[src/rtl/tg_pkg.sv]
`timescale 1ns/1ps
// Package tg_pkg: types shared by the timing generator.
// Assumes: nothing beyond IEEE 1800-2017.
package tg_pkg;
    typedef enum logic {TG_IDLE = 1'b0, TG_RUN = 1'b1} tg_state_e;
    localparam int TG_FILL_RESET = 'hFF;
endpackage

[src/rtl/tg_shadow.sv]
`timescale 1ns/1ps
// Module tg_shadow: shadow and working configuration sets.
// A write strobe captures the inputs into the shadow set. load_i copies the
// shadow set into the working set. Assumes the fill width is at least 8 bits.
module tg_shadow #(
    parameter int LW = 12,
    parameter int FW = 24,
    parameter int CW = 24
) (
    input  logic          clk,
    input  logic          rst_n,
    input  logic          we_i,
    input  logic          load_i,
    input  logic [LW-1:0] in_htot,
    input  logic [LW-1:0] in_hpw,
    input  logic [LW-1:0] in_hstart,
    input  logic [LW-1:0] in_hend,
    input  logic [LW-1:0] in_skew,
    input  logic [FW-1:0] in_fper,
    input  logic [FW-1:0] in_vlen,
    input  logic [FW-1:0] in_vstart,
    input  logic [FW-1:0] in_vend,
    input  logic          in_hpol,
    input  logic          in_vpol,
    input  logic [CW-1:0] in_fill,
    output logic [LW-1:0] sh_htot,
    output logic [LW-1:0] sh_skew,
    output logic [LW-1:0] act_htot,
    output logic [LW-1:0] act_hpw,
    output logic [LW-1:0] act_hstart,
    output logic [LW-1:0] act_hend,
    output logic [FW-1:0] act_fper,
    output logic [FW-1:0] act_vlen,
    output logic [FW-1:0] act_vstart,
    output logic [FW-1:0] act_vend,
    output logic          act_hpol,
    output logic          act_vpol,
    output logic [CW-1:0] act_fill
);
    import tg_pkg::*;
    localparam logic [CW-1:0] FILL_RST = CW'(TG_FILL_RESET);

    logic [LW-1:0] sh_hpw, sh_hstart, sh_hend;
    logic [FW-1:0] sh_fper, sh_vlen, sh_vstart, sh_vend;
    logic          sh_hpol, sh_vpol;
    logic [CW-1:0] sh_fill;

    // Capture the configuration inputs on a write strobe.
    always_ff @(posedge clk) begin
        if (!rst_n) begin
            sh_htot <= '0; sh_hpw <= '0; sh_hstart <= '0; sh_hend <= '0; sh_skew <= '0;
            sh_fper <= '0; sh_vlen <= '0; sh_vstart <= '0; sh_vend <= '0;
            sh_hpol <= 1'b0; sh_vpol <= 1'b0; sh_fill <= FILL_RST;
        end else if (we_i) begin
            sh_htot <= in_htot; sh_hpw <= in_hpw; sh_hstart <= in_hstart;
            sh_hend <= in_hend; sh_skew <= in_skew;
            sh_fper <= in_fper; sh_vlen <= in_vlen; sh_vstart <= in_vstart;
            sh_vend <= in_vend; sh_hpol <= in_hpol; sh_vpol <= in_vpol;
            sh_fill <= in_fill;
        end
    end

    // Transfer the shadow set to the working set when allowed.
    always_ff @(posedge clk) begin
        if (!rst_n) begin
            act_htot <= '0; act_hpw <= '0; act_hstart <= '0; act_hend <= '0;
            act_fper <= '0; act_vlen <= '0; act_vstart <= '0; act_vend <= '0;
            act_hpol <= 1'b0; act_vpol <= 1'b0; act_fill <= FILL_RST;
        end else if (load_i) begin
            act_htot <= sh_htot; act_hpw <= sh_hpw; act_hstart <= sh_hstart;
            act_hend <= sh_hend; act_fper <= sh_fper; act_vlen <= sh_vlen;
            act_vstart <= sh_vstart; act_vend <= sh_vend;
            act_hpol <= sh_hpol; act_vpol <= sh_vpol; act_fill <= sh_fill;
        end
    end
endmodule

[src/rtl/tg_counters.sv]
`timescale 1ns/1ps
// Module tg_counters: run state, frame position counter and line position counter.
// A frame starts at the edge where the enable is seen while idle. A stop
// happens only at the frame wrap. The line origin uses the incoming (shadow)
// line length and skew, because the working set is reloaded at that same edge.
// Assumes fper >= 2, htot >= 1, skew < htot, and fper a multiple of htot.
module tg_counters #(
    parameter int LW = 12,
    parameter int FW = 24
) (
    input  logic          clk,
    input  logic          rst_n,
    input  logic          en_i,
    input  logic [LW-1:0] act_htot,
    input  logic [FW-1:0] act_fper,
    input  logic [LW-1:0] nxt_htot,
    input  logic [LW-1:0] nxt_skew,
    output logic [FW-1:0] fcnt,
    output logic [LW-1:0] hcnt,
    output logic          running,
    output logic          load_o
);
    import tg_pkg::*;
    tg_state_e     state_q;
    logic          last_pix, last_col;
    logic [LW-1:0] h_origin;

    // Detect the frame/line ends and compute where a new frame's line starts.
    always_comb begin
        last_pix = (fcnt == act_fper - FW'(1));
        last_col = (hcnt == act_htot - LW'(1));
        h_origin = (nxt_skew == '0) ? '0 : nxt_htot - nxt_skew;
    end

    assign running = (state_q == TG_RUN);
    assign load_o  = (state_q == TG_IDLE) || last_pix;

    // Advance the counters, start on enable, stop only at the frame wrap.
    always_ff @(posedge clk) begin
        if (!rst_n) begin
            state_q <= TG_IDLE;
            fcnt    <= '0;
            hcnt    <= '0;
        end else begin
            case (state_q)
                TG_IDLE: if (en_i) begin
                    state_q <= TG_RUN;
                    fcnt    <= '0;
                    hcnt    <= h_origin;
                end
                default: if (last_pix) begin
                    fcnt <= '0;
                    hcnt <= en_i ? h_origin : '0;
                    if (!en_i) state_q <= TG_IDLE;
                end else begin
                    fcnt <= fcnt + FW'(1);
                    hcnt <= last_col ? '0 : hcnt + LW'(1);
                end
            endcase
        end
    end
endmodule

[src/rtl/tg_decode.sv]
`timescale 1ns/1ps
// Module tg_decode: turns the counter positions into the sync, enable and fill strobes.
// This logic is purely combinational. Window bounds are inclusive, and the
// polarity bits invert the pins whether or not the engine runs.
module tg_decode #(
    parameter int LW = 12,
    parameter int FW = 24
) (
    input  logic          running,
    input  logic [FW-1:0] fcnt,
    input  logic [LW-1:0] hcnt,
    input  logic [LW-1:0] act_hpw,
    input  logic [LW-1:0] act_hstart,
    input  logic [LW-1:0] act_hend,
    input  logic [FW-1:0] act_vlen,
    input  logic [FW-1:0] act_vstart,
    input  logic [FW-1:0] act_vend,
    input  logic          act_hpol,
    input  logic          act_vpol,
    input  logic          underflow_i,
    output logic          hsync_o,
    output logic          vsync_o,
    output logic          de_o,
    output logic          frame_start_o,
    output logic          fill_en_o
);
    logic in_h, in_v, hs_act, vs_act;

    // Compare the positions against the working bounds and drive the pins.
    always_comb begin
        hs_act        = running && (hcnt < act_hpw);
        vs_act        = running && (fcnt < act_vlen);
        in_h          = (hcnt >= act_hstart) && (hcnt <= act_hend);
        in_v          = (fcnt >= act_vstart) && (fcnt <= act_vend);
        de_o          = running && in_h && in_v;
        hsync_o       = hs_act ^ act_hpol;
        vsync_o       = vs_act ^ act_vpol;
        frame_start_o = running && (fcnt == '0);
        fill_en_o     = de_o && underflow_i;
    end
endmodule

[src/rtl/disp_timing_gen.sv]
`timescale 1ns/1ps
// Module disp_timing_gen: the top of the display timing generator.
// It connects the configuration store, the counters and the strobe decoder.
// Assumes the configuration rules stated in tg_counters.
module disp_timing_gen #(
    parameter int LW = 12,
    parameter int FW = 24,
    parameter int CW = 24
) (
    input  logic          clk,
    input  logic          rst_n,
    input  logic          en_i,
    input  logic          cfg_we,
    input  logic [LW-1:0] cfg_htot,
    input  logic [LW-1:0] cfg_hpw,
    input  logic [LW-1:0] cfg_hstart,
    input  logic [LW-1:0] cfg_hend,
    input  logic [LW-1:0] cfg_skew,
    input  logic [FW-1:0] cfg_fper,
    input  logic [FW-1:0] cfg_vlen,
    input  logic [FW-1:0] cfg_vstart,
    input  logic [FW-1:0] cfg_vend,
    input  logic          cfg_hpol_low,
    input  logic          cfg_vpol_low,
    input  logic [CW-1:0] cfg_fill,
    input  logic          underflow_i,
    output logic          hsync_o,
    output logic          vsync_o,
    output logic          de_o,
    output logic          frame_start_o,
    output logic          running_o,
    output logic          fill_en_o,
    output logic [CW-1:0] fill_color_o
);
    logic [LW-1:0] sh_htot, sh_skew, act_htot, act_hpw, act_hstart, act_hend;
    logic [FW-1:0] act_fper, act_vlen, act_vstart, act_vend;
    logic          act_hpol, act_vpol, load;
    logic [FW-1:0] fcnt;
    logic [LW-1:0] hcnt;

    tg_shadow #(.LW(LW), .FW(FW), .CW(CW)) u_cfg (
        .clk(clk), .rst_n(rst_n), .we_i(cfg_we), .load_i(load),
        .in_htot(cfg_htot), .in_hpw(cfg_hpw), .in_hstart(cfg_hstart),
        .in_hend(cfg_hend), .in_skew(cfg_skew), .in_fper(cfg_fper),
        .in_vlen(cfg_vlen), .in_vstart(cfg_vstart), .in_vend(cfg_vend),
        .in_hpol(cfg_hpol_low), .in_vpol(cfg_vpol_low), .in_fill(cfg_fill),
        .sh_htot(sh_htot), .sh_skew(sh_skew),
        .act_htot(act_htot), .act_hpw(act_hpw), .act_hstart(act_hstart),
        .act_hend(act_hend), .act_fper(act_fper), .act_vlen(act_vlen),
        .act_vstart(act_vstart), .act_vend(act_vend), .act_hpol(act_hpol),
        .act_vpol(act_vpol), .act_fill(fill_color_o)
    );

    tg_counters #(.LW(LW), .FW(FW)) u_cnt (
        .clk(clk), .rst_n(rst_n), .en_i(en_i),
        .act_htot(act_htot), .act_fper(act_fper),
        .nxt_htot(sh_htot), .nxt_skew(sh_skew),
        .fcnt(fcnt), .hcnt(hcnt), .running(running_o), .load_o(load)
    );

    tg_decode #(.LW(LW), .FW(FW)) u_dec (
        .running(running_o), .fcnt(fcnt), .hcnt(hcnt),
        .act_hpw(act_hpw), .act_hstart(act_hstart), .act_hend(act_hend),
        .act_vlen(act_vlen), .act_vstart(act_vstart), .act_vend(act_vend),
        .act_hpol(act_hpol), .act_vpol(act_vpol), .underflow_i(underflow_i),
        .hsync_o(hsync_o), .vsync_o(vsync_o), .de_o(de_o),
        .frame_start_o(frame_start_o), .fill_en_o(fill_en_o)
    );
endmodule

[config.mk]
export PLATFORM = sky130hd
export DESIGN_NAME = disp_timing_gen
export DESIGN_NICKNAME = d
export VERILOG_FILES = /design/src/rtl/tg_pkg.sv /design/src/rtl/tg_shadow.sv /design/src/rtl/tg_counters.sv /design/src/rtl/tg_decode.sv /design/src/rtl/disp_timing_gen.sv
export SDC_FILE = /design/constraint.sdc
export NUM_CORES = 1
export LEC_CHECK = 0
export BUFFER_PORTS_ARGS = -buffer_cell sky130_fd_sc_hd__buf_2
export CORE_UTILIZATION = 59
export DETAILED_ROUTE_END_ITERATION = 7
export PLACE_DENSITY_LB_ADDON = 0.15
export SLEW_MARGIN = 20
export SYNTH_ARGS = -nofsm -noshare
export SYNTH_HDL_FRONTEND = slang
export SYNTH_SLANG_ARGS = --single-unit
export TNS_END_PERCENT = 10
[constraint.sdc]
create_clock -name clk -period 3.5 [get_ports clk]
set_input_delay 0.525 -clock clk [delete_from_list [all_inputs] [get_ports clk]]
set_output_delay 0.525 -clock clk [all_outputs]
set_load 0.05 [all_outputs]
## Word level (Yosys, flattened, before mapping)

Index checks and enable logic that the tools add are counted.

| word-level totals | value |
|---|---|
| word-level logic and storage cells | 66 |
| register bits after elaboration | 389 |

| operators by class | value |
|---|---|
| order comparisons | 6 |
| reduce and logical (&&, ||, !) cells | 12 |
| equal/unequal tests | 2 |
| add/sub/neg operators | 5 |
| mux-type cells | 12 |
| bitwise gates (word level) | 3 |

Operators by type and width:

| kind | number |
|---|---|
| $mux W12 | 6 |
| $mux W24 | 3 |
| $add A24 B1 Y24 const B | 1 |
| $eq A24 B24 Y1 | 1 |
| $ge A24 B24 Y1 | 1 |
| $le A24 B24 Y1 | 1 |
| $logic_not A24 Y1 | 1 |
| $lt A24 B24 Y1 | 1 |
| $sub A24 B1 Y24 const B | 1 |
| $add A12 B1 Y12 const B | 1 |
| $eq A12 B12 Y1 | 1 |
| $ge A12 B12 Y1 | 1 |
| $le A12 B12 Y1 | 1 |
| $logic_not A12 Y1 | 1 |
| $lt A12 B12 Y1 | 1 |
| $sub A12 B1 Y12 const B | 1 |
| $sub A12 B12 Y12 | 1 |
| $logic_and A1 B1 Y1 | 8 |
| $mux W1 | 3 |
| $reduce_bool A2 Y1 | 1 |
| $xor A1 B1 Y1 | 2 |
| $logic_or A1 B1 Y1 | 1 |
| $not A1 Y1 | 1 |

## Logic depth before layout (Yosys ltp)

| logic depth | value |
|---|---|
| word-level depth | 5 |
| gate-level depth with buffers | 13 |
| gate-level depth less buffers | 12 |

## By module

Synthesis repeated with hierarchy kept, for this count alone.

| unflattened totals | value |
|---|---|
| cell total of the unflattened synthesis | 1998 |
| area total of the unflattened synthesis | 19711.4 um^2 |

Modules (own cells, without submodules):

| module | area an instance (um^2) | seq. area each (um^2) | cells each | instances |
|---|---|---|---|---|
| tg_shadow | 13215.2 | 7046.8 | 1134 | 1 |
| tg_counters | 3708.6 | 740.7 | 484 | 1 |
| tg_decode | 2787.7 | 0.0 | 380 | 1 |

## Worst setup path after synthesis

OpenSTA, ideal clock, no wires.

| path | value |
|---|---|
| kind | register -> output |
| start | register u_cnt.fcnt[9] |
| end | output port fill_en_o |
| setup slack | -537 ps |
| cell stages (with the launch flop) | 10 |
| arrival time | 3512 ps |
| required time | 2975 ps |
| cells stage by stage | dfxtp_1 ha_1 a21o_1 a21o_1 a21o_1 a211oi_1 o21ai_0 nor3b_1 o22a_1 nor4b_1 |

| between the ends | value |
|---|---|
| cells in the longest elaborated chain, start to end | 4 |
| elaborated cells between the ends (all ways) | 5 |
| classes of those cells | order compare: 2; reduce/logical: 3 |

RTL lines:

| element | RTL line | text |
|---|---|---|
| start, declared | tg_counters.sv:18 | `output logic [FW-1:0] fcnt,` |
| start signal, assigned | tg_counters.sv:56 | `fcnt <= fcnt + FW'(1);` |
| $ge A24 B24 Y1 / $le A24 B24 Y1 (equally long branches) | tg_decode.sv:34 | `in_v = (fcnt >= act_vstart) && (fcnt <= act_vend);` |
| $logic_and A1 B1 Y1 (*) | tg_decode.sv:34 |  |
| $logic_and A1 B1 Y1 (*) | tg_decode.sv:35 | `de_o = running && in_h && in_v;` |
| $logic_and A1 B1 Y1 (*) | tg_decode.sv:39 | `fill_en_o = de_o && underflow_i;` |
| end, declared | disp_timing_gen.sv:32 | `output logic fill_en_o,` |

Every way passes the cells marked *; elsewhere a longest branch is shown, timed or not.

## Final worst setup path

Ends and elaborated chain as after synthesis.

==> flow_metrics.tcl <==
set metrics [dict create \
    drive_gt1_share_pct 15.5 \
    rows 64 \
    dominantRegCellSynth "dfxtp_1" \
    wl_per_cell_um 16.2 \
    grt_usage_pct 28.2 \
    rr_worst_depth 12 \
    fin_crit_ns 3.52 \
    clock-sinks 389 \
    critical_path_class "reg -> out" \
    power.leakage_uw 0.00962 \
    clock-root-buffer "clkbuf_16" \
    cts_max_level 2 \
    netlist-cell-type-count 72 \
    cts.clk_slew.worst_paths_ns 0.06 \
    r2r-start "u_cfg.act_fper[0]" \
    netlist_area_um2 18500 \
    hold_depth 3 \
    fill_cells 2478 \
    hold_viol_final 0 \
    synth_top_cell_by_area "dfxtp_1" \
    dp_slack_ns 0.205 \
    worst_pin_slew_ns 0.698 \
    synth-edff-count 0 \
    clkLatencyLatePin_ns 0.54 \
    drv_slew 0 \
    placed_area_um2 20100 \
    gp_congestion 0.926 \
    core_um2 30700 \
    outcome "finished with violations" \
    synth-xor-area-share_pct 3.60 \
    grt_max_degree 117 \
    wl_met2_um 22200 \
    dieWidth_um 179 \
    syn_to_final_growth_pct 16.6 \
    grt_pass1_vias 14800 \
    vias_per_cell 5.52 \
    syn_inst 2137 \
    synth_top_area_share_pct 42.1 \
    wl_um 44900 \
    timing.hold.ws_ns 0.217 \
    synth-seq-area-share_pct 42.1 \
    nNetsFinal 2652 \
    async_flop_share_pct 0 \
    violations "setup timing" \
    pwr_density_cell_nw_per_um2 495 \
    cts_tree "yes" \
    yosysWarningCount 0 \
    clock_skew_ns 0.0180 \
    synth_seq_cells 389 \
    placement.io_buffers 216 \
    hpwl_um 31600 \
    top_layer "met4" \
    worst-r2r-setup-slack_ns 0.26 \
    hold_buffers 0 \
    cts_inserted_buffers 41 \
    io_pins 217 \
    hold_path_startpoint "cfg_fill[4]" \
    fin_cells 2765 \
    fin_ws_ns -0.0193 \
    synthTopCellsByArea "dfxtp_1, mux2i_1, ha_1, nand2_1, nor2_1" \
    clock_path_buffers 3 \
    synth_top_family_by_area "simple AND/OR/NAND/NOR gates" \
    relSlewSlack_pct 53.5 \
    irDropWorstVdd_uv 367 \
    syn_area_per_cell_um2 8.65 \
    initial_utilization_pct 60.3 \
    worst-path-max-fanout 2 \
    whs_endpoint "u_cfg.sh_fill[4]" \
    synth-compound-area-share_pct 10.4 \
    cp_data_arrival_time_ns 2.99 \
    drc 0 \
    critPathCaptureType "output pin" \
    antenna_found_initial 1 \
    dr.pass1.iters 5 \
    die-area_um2 32000 \
    ant_nets 0 \
    design_area_um2 21600 \
    synth_adder_area_share_pct 8.36 \
    met1_length_um 18900 \
    synth_nets 2447 \
    placed_cells 2691 \
    synthSimpleGateAreaFrac_pct 18.0 \
    die_h_um 179 \
    muxShareOfSynthArea_pct 11.7 \
    ys_top_cells_by_count "dfxtp_1, nand2_1, nor2_1" \
    crit_required_ns 2.97 \
    min_period_over_period_pct 101 \
    finalSetupViolCount 1 \
    drv_cap 0 \
    synth_most_common_cell "dfxtp_1" \
    max_freq_mhz 284 \
    grt_overflow 0 \
    drt_iter0_markers 1017 \
    wl_met3_um 2240 \
    rsz0062_at_grt "true" \
    rr_endpoint "u_cfg.act_hpw[3]" \
    grt_pass1_wl_um 72400 \
    hp-class "in -> reg" \
    dr_total_vias 15300 \
    start_kind "flop" \
]
[routing by layer]
metal,GRT usage (%),vias up
met5,0,-
met4,10.9,0
met3,3.82,104
met2,50.5,389
met1,33.8,7109
li1,-,7648
[worst max-delay path: stages (launching register included)]
cell and delay [ns]:
dfxtp_1 0.40, ha_1 0.27, a21o_1 0.16, a21o_1 0.17
a21o_1 0.18, a211oi_2 0.18, o21ai_1 0.09, nor3b_1 0.14
o22a_2 0.28, nor4b_4 0.38, buf_6 0.21
[stage by stage]
stage          util (%)  total power [uW]  setup TNS (ns)
2_1_floorplan         -              5970               0
3_3_place_gp       65.6              6390               0
3_5_place_dp       65.6              6450               0
4_1_cts            70.0             10700        -0.00508
5_1_grt            70.3             11100          -0.114
6_report           70.3             10700         -0.0193
[power by group]
group	leakage [uW]	internal (uW)	switching, uW
clock network	0.000630	2520	1740
registers	0.00319	4650	174
logic	0.00580	685	890
[area by class of cell]
cell class,count,area [um^2],area share (%)
clock inverters,7,97.6,0.453
repair buffers,281,1700,7.88
diodes,1,2.50,0.0116
clock buffers,62,1210,5.60
multi-input cells,1495,9740,45.2
flip-flops and latches,389,7800,36.2
inverters,134,510,2.37
well taps,396,495,2.30
[kinds of logic (layout without fill, tap and decap cells)]
| logic type | count (synthesis) | after routing |
|---|---|---|
| mux | 216 | 216 |
| flops | 389 | 389 |
| compound gates | 313 | 313 |
| simple gates | 767 | 767 |
| fa+ha+maj | 123 | 123 |
| xor+xnor | 76 | 76 |
| other cells | 0 | 1 |
| buf+inv | 253 | 484 |
[what timing repair did]
item                       in CTS  in global routing
gates resized for setup        17                 18
pin swaps                       3                 11
setup endpoints to repair       4                 57
setup buffers                   2                  2
[cells in the final DEF (no fill, tap or decap), types with 8 or more instances in the layout]
cell type and n:
nor2_1 260, dfxtp_1 385, nand4_1 27, buf_4 57
a21oi_1 165, and3_1 15, nor3_1 16, o21ai_0 20
xnor2_1 43, o2111ai_1 8, nand2b_1 11, mux2i_1 216
xor2_1 33, buf_2 212, nor4_1 17, clkbuf_1 13
nor2b_1 11, buf_12 8, ha_1 122, o211ai_1 11
a21o_1 36, clkbuf_16 43, or4_1 10, inv_1 130
nand3_1 18, nand2_1 343
[flip-flops by register name, summed over array words and instances (netlist names), 24 cells and up]
name,count
u_cfg.sh_vlen,24
u_cfg.act_vlen,24
u_cfg.sh_vend,24
u_cnt.fcnt,24
u_cfg.sh_fper,24
u_cfg.act_vstart,24
u_cfg.sh_vstart,24
u_cfg.act_fill,24
u_cfg.sh_fill,24
u_cfg.act_fper,24
u_cfg.act_vend,24
[how the worst max path moves through the flow]
stage                            startpoint          endpoint  slack, ns  cells past startpoint
final                         u_cnt.fcnt[9]         fill_en_o      -0.02                     10
after detailed placement  u_cfg.act_fper[0]  u_cfg.act_hpw[3]       0.21                     12
after floorplan               u_cnt.fcnt[9]              de_o       0.03                      9
after global routing      u_cfg.act_vend[9]         fill_en_o      -0.10                     11
after CTS                 u_cfg.act_vend[1]         fill_en_o     -0.005                     11
after global placement    u_cfg.act_fper[0]    u_cnt.hcnt[10]       0.28                     11
Power figures use the tool's default switching activity.
